--- src/rtl/bitset_unit.sv ---
module bitset_unit #(
  parameter int DW = 8,
  parameter int FW = 8,
  parameter int BW = 4,
  parameter logic [3:0] OPC = 4'b1000,
  localparam int AW = BW + FW,
  localparam int IXW = $clog2(DW)
) (
  input  logic          clk,
  input  logic          rst,
  input  logic          instr_valid,
  input  logic [15:0]   instr,
  input  logic [BW-1:0] bsr,
  output logic          ready,
  output logic [AW-1:0] rf_addr,
  output logic          rf_re,
  input  logic [DW-1:0] rf_rdata,
  output logic          rf_we,
  output logic [DW-1:0] rf_wdata
);

  typedef enum logic [1:0] {PH_DEC, PH_RD, PH_MOD, PH_WR} ph_t;

  ph_t            ph;
  logic [IXW-1:0] bit_q;
  logic [AW-1:0]  addr_q;
  logic [DW-1:0]  mod_q;
  logic [FW-1:0]  f_in;
  logic [BW-1:0]  bank;
  logic           accept;

  assign f_in   = instr[FW-1:0];
  assign bank   = instr[8] ? bsr : (f_in[FW-1] ? {BW{1'b1}} : {BW{1'b0}});
  assign accept = (ph == PH_DEC) && instr_valid && (instr[15:12] == OPC);

  always_ff @(posedge clk) begin
    if (rst) begin
      ph <= PH_DEC;
    end else begin
      case (ph)
        PH_DEC:  if (accept) ph <= PH_RD;
        PH_RD:   ph <= PH_MOD;
        PH_MOD:  ph <= PH_WR;
        default: ph <= PH_DEC;
      endcase
    end
  end

  always_ff @(posedge clk) begin
    if (accept) begin
      bit_q  <= instr[9 +: IXW];
      addr_q <= {bank, f_in};
    end
    if (ph == PH_MOD) mod_q <= rf_rdata | (DW'(1) << bit_q);
  end

  assign ready    = (ph == PH_DEC);
  assign rf_re    = (ph == PH_RD);
  assign rf_we    = (ph == PH_WR);
  assign rf_addr  = addr_q;
  assign rf_wdata = mod_q;

endmodule

--- config.mk ---
export PLATFORM = sky130hd
export DESIGN_NAME = bitset_unit
export DESIGN_NICKNAME = d
export VERILOG_FILES = /design/src/rtl/bitset_unit.sv
export SDC_FILE = /design/constraint.sdc
export NUM_CORES = 1
export LEC_CHECK = 0
export BUFFER_PORTS_ARGS = -buffer_cell sky130_fd_sc_hd__buf_2
export CORE_AREA = 2 2 52 66
export DETAILED_ROUTE_END_ITERATION = 6
export DIE_AREA = 0 0 54 68
export GPL_ROUTABILITY_DRIVEN = 0
export GPL_TIMING_DRIVEN = 0
export PLACE_DENSITY_LB_ADDON = 0.12
export SLEW_MARGIN = 10
export SYNTH_ARGS = -nofsm -noshare
export SYNTH_HDL_FRONTEND = slang
export SYNTH_SLANG_ARGS = --single-unit
--- constraint.sdc ---
create_clock -name clk -period 2.2 [get_ports clk]
set_input_delay 0.22 -clock clk [delete_from_list [all_inputs] [get_ports clk]]
set_output_delay 0.22 -clock clk [all_outputs]
set_load 0.01 [all_outputs]
# Word-level counts from Yosys, hierarchy flattened
# Cells that the tools add are included.
# Widths: inputs -> output; s select.
totals:
  reg_bits: 25
  output_inout_bits: 23
  in_bits: 31
op_classes:
  reduce_logical: 3
  n_eq_ne: 5
  muxes: 4
  bitwise: 1
  shift: 1
ops:
  columns: ["op", "count"]
  rows:
  - ["$mux 4", 2]
  - ["$or 8x8->8", 1]
  - ["$shl 1x3->8 const A", 1]
  - ["$pmux 2 s3", 1]
  - ["$eq 2x2->1 const B", 2]
  - ["$eq 4x4->1 const B", 1]
  - ["$eq 2x1->1 const B", 1]
  - ["$logic_and 1x1->1", 2]
  - ["$logic_not 2->1", 1]
  - ["$mux 2", 1]
  - ["$ne 2x1->1 const B", 1]

# Logic depth before layout (Yosys ltp)
logic_depth:
  word_depth: 5
  mapped_depth: 5

# Least setup slack after synthesis
# OpenSTA, ideal clock, no wires.
synth_path:
  path_type: "reg-to-reg"
  from: "register ph[0]"
  to: "register bit_q[0] (enable)"
  period_less_slack_ns: 1.621
  setup_slack_ns: 0.579
  arrival_ns: 1.276
  required_time_ns: 1.856
  stages_incl_launch_ff: 5
  path_cell_list: "dfxtp_1 inv_1 ha_1 and4bb_1 nor2b_4"
synth_between:
  elab_chain_cells: 3
synth_lines:
  columns: ["item", "line_no", "source"]
  rows:
  - ["start: declaration", "24", "ph_t ph;"]
  - ["start signal: assignment", "38", "ph <= PH_DEC;"]
  - ["start signal: assignment", "41", "PH_DEC: if (accept) ph <= PH_RD;"]
  - ["start signal: assignment", "42", "PH_RD: ph <= PH_MOD;"]
  - ["$logic_not 2->1", null, null]
  - ["net ready", "14", "output logic ready,"]
  - ["$logic_and 1x1->1 (2 in a row)", "34", "assign accept = (ph == PH_DEC) && instr_valid && (instr[15:12] == OPC);"]
  - ["net accept", "30", "logic accept;"]
  - ["end signal: assignment", "51", "bit_q <= instr[9 +: IXW];"]
  - ["end: declaration", "25", "logic [IXW-1:0] bit_q;"]
# The timed path passes the listed nets, and every way through them passes these cells.
# A chain may end at the register's enable or synchronous reset.

# Final worst setup path
layout_path:
  from: "register ph[1]"
  to: "register addr_q[11], in the netlist rf_addr[11] (enable)"
layout_between:
  elab_chain_cells: 3
layout_lines:
  columns: ["item", "line_no", "source"]
  rows:
  - ["$logic_not 2->1", "34", null]
  - ["$logic_and 1x1->1 (2 in a row)", "34", null]
  - ["net accept", "30", null]
  - ["end signal: assignment", "52", "addr_q <= {bank, f_in};"]
  - ["end: declaration", "26", "logic [AW-1:0] addr_q;"]
# The timed path passes the listed nets, and every way through them passes these cells.

==> results.json <==
{
  "dieArea_sq_mm": 0.00367,
  "fin_setup_tns_ps": 0,
  "clockRootBuffer": "clkbuf_8",
  "grt_start_max_net_pins": 17,
  "core_sq_mm": 0.00311,
  "rsz0062_at_grt": "false",
  "postSynthCellCount": 64,
  "mostFrequentLayoutCell": "buf_2",
  "cp-start-kind": "flip-flop",
  "grt_usage_pct": 10.9,
  "fmax_mhz": 569,
  "ys.flop_type": "edfxtp_1",
  "ant_nets": 0,
  "n_fill_cell": 313,
  "vdd_drop_max_uv": 418,
  "cts_tree": "yes",
  "critPathTopFamily": "simple AND/OR/NAND/NOR gates",
  "use_met2_pct": 19.5,
  "hp-class": "in -> reg",
  "netlist.area_leader.share_pct": 69.1,
  "ctsLongestPathBuffers": 2,
  "max-cap-violations": 0,
  "std_cell_rows": 23,
  "die_w_um": 54,
  "area_delta_synth_final_pct": 36.0,
  "worst_slew_pin_slew_ps": 448,
  "async_reset_ff_share_pct": 0,
  "hold_buffers": 0,
  "htreeDepth": 1,
  "power_density_mw_per_mm2": 858,
  "clk_pin_slew_ps": 90,
  "drt-total-wl_um": 1850,
  "ios": 54,
  "yosysWarningCount": 0,
  "cpMaxStageDelayCell": "nor2b_4",
  "grt_pass1_vias": 658,
  "synth_area_leaders": "edfxtp_1, ha_1, nand2_1, dfxtp_1, a31o_2",
  "antenna_found_initial": 0,
  "regArea_sq_um": 731,
  "outcome": "complete, no violations",
  "io_buffers": 53,
  "n_antenna_cell": 0,
  "hold_violations": 0,
  "fin_area_sq_mm": 0.00136,
  "layout_common_cells": "buf_2, edfxtp_1, nand2_1",
  "cts_buffers": 3,
  "synth_nets": 99,
  "final_max_slew_viol_count": 0,
  "crit_type": "reg -> reg",
  "grt_busiest_layer": "met2",
  "dp_cells": 154,
  "multi_input_area_sq_um": 246,
  "cp.arrival_ps": 1670,
  "postCtsSetupRepairBufs": 0,
  "cts_resized": 0,
  "cp_max_fo": 16,
  "nets": 157,
  "critPathBufInv": 1,
  "cp_slowest_stage_delay_ps": 440,
  "placed_area_sq_mm": 0.00131,
  "drt-initial-drc-count": 4,
  "use_met3_pct": 4.15,
  "finalCritPeriodShare_pct": 79.9,
  "layout_min_cycle_time_ps": 1760,
  "synth_edf_count": 23,
  "synth_top_area_cell": "edfxtp_1",
  "detail_route.wl_per_cell_um": 11.7,
  "instances_no_fill": 158,
  "cts_sinks": 25,
  "clk_latency_ps": 260,
  "avgViaCountPerCell": 4.37,
  "dr.pass1.iters": 4,
  "p_leak_uw": 0.000599,
  "critical_path_required_ps": 2110,
  "start_util_pct": 32.2,
  "grt_use_met1_pct": 11.4,
  "ys_types": 18,
  "die_h_um": 68,
  "endpoint_kind": "flip-flop",
  "slew_headroom_pct": 70.0,
  "drive_gt1_share_pct": 52.1,
  "drc_errors": 0,
  "postSynthAreaPerCell_sq_um": 15.6,
  "grt_first_pass_wirelength_um": 2880,
  "synth_area_sq_um": 1000,
  "ys_seq_elements": 25,
  "grt-ovfl-total": 0,
  "yosysSeqAreaShare_pct": 73.1,
  "fin_worst_skew_ps": 7.85,
  "crit_chain": "inv_1, ha_1, and4bb_1, nor2b_4",
  "dr_total_vias": 691,
  "setup_viol": 0,
  "hpwl_um": 1470
}
==> metrics by stage <==
step                      hold slack [ps]  setup WS, ps  util [%]  total power, uW
final                                 123           441      43.8             1170
after global routing                  103           268      43.8             1250
after CTS                             116           387      43.8             1190
after detailed placement              399           399      42.2              919
after global placement                397           444      42.2              909
after floorplan                       319           579         -              805
==> layout make-up <==
cell class / instances / area share, %
Sequential cell: 25 / 53.7
Timing Repair Buffer: 53 / 19.5
Multi-Input combinational cell: 33 / 18.1
Tap cell: 37 / 3.40
Clock buffer: 3 / 3.04
Inverter: 6 / 1.66
Clock inverter: 1 / 0.552
==> logic make-up (layout without fill, tap and decap cells) <==
kind of cell             Yosys count  after routing  share of synthesized area (%)
flip-flops                        25             25                           73.1
adder cells (fa/ha/maj)            4              4                           5.01
AND/OR/NAND/NOR                   18             18                           10.3
AO/OA/AOI/OAI                     11             11                           9.39
buffers and inverters              6             63                           2.25
==> synthesized netlist by cell type, types with 2 or more instances <==
cell type  instances
nand2_1           11
inv_1              6
edfxtp_1          23
dfxtp_1            2
ha_1               4
nand2b_1           2
a21o_1             2
a31o_2             4
==> state kept, by name (all words and copies together), names as in the netlist <==
| name | flops |
|---|---|
| rf_addr | 12 |
| bit_q | 3 |
| rf_wdata | 8 |
| ph | 2 |
==> worst register-to-register path, cell delays in order (launching register included) <==
cell and delay, ps:
dfxtp_1 360, inv_1 90, ha_1 260, and4bb_1 270, nor2b_4 440
==> worst paths after layout <==
path	startpoint	to	slack (ps)	cells after the start
worst max-delay path	ph[1]$_SDFFE_PP0P_	rf_addr[11]$_DFFE_PP_	440	4
worst min-delay path	instr[2]	rf_addr[2]$_DFFE_PP_	120	1
worst max register to register	ph[1]$_SDFFE_PP0P_	rf_addr[11]$_DFFE_PP_	440	4
worst min register to register	ph[1]$_SDFFE_PP0P_	ph[1]$_SDFFE_PP0P_	570	2
==> where the power goes <==
group          internal, uW  switching (uW)
Clock                   128             140
Sequential              593            26.7
Combinational           124             155
Total                   845             321
==> per-layer routing <==
layer / vias to the layer above / share of wire (%) / wire, um
met3: 2 / 10 / 186
met4: 0 / 0.43 / 8
met2: 30 / 53 / 970
met5: - / 0 / 0
li1: 353 / - / -
met1: 306 / 37 / 680
No activity file was read; power rests on OpenSTA's default activity.
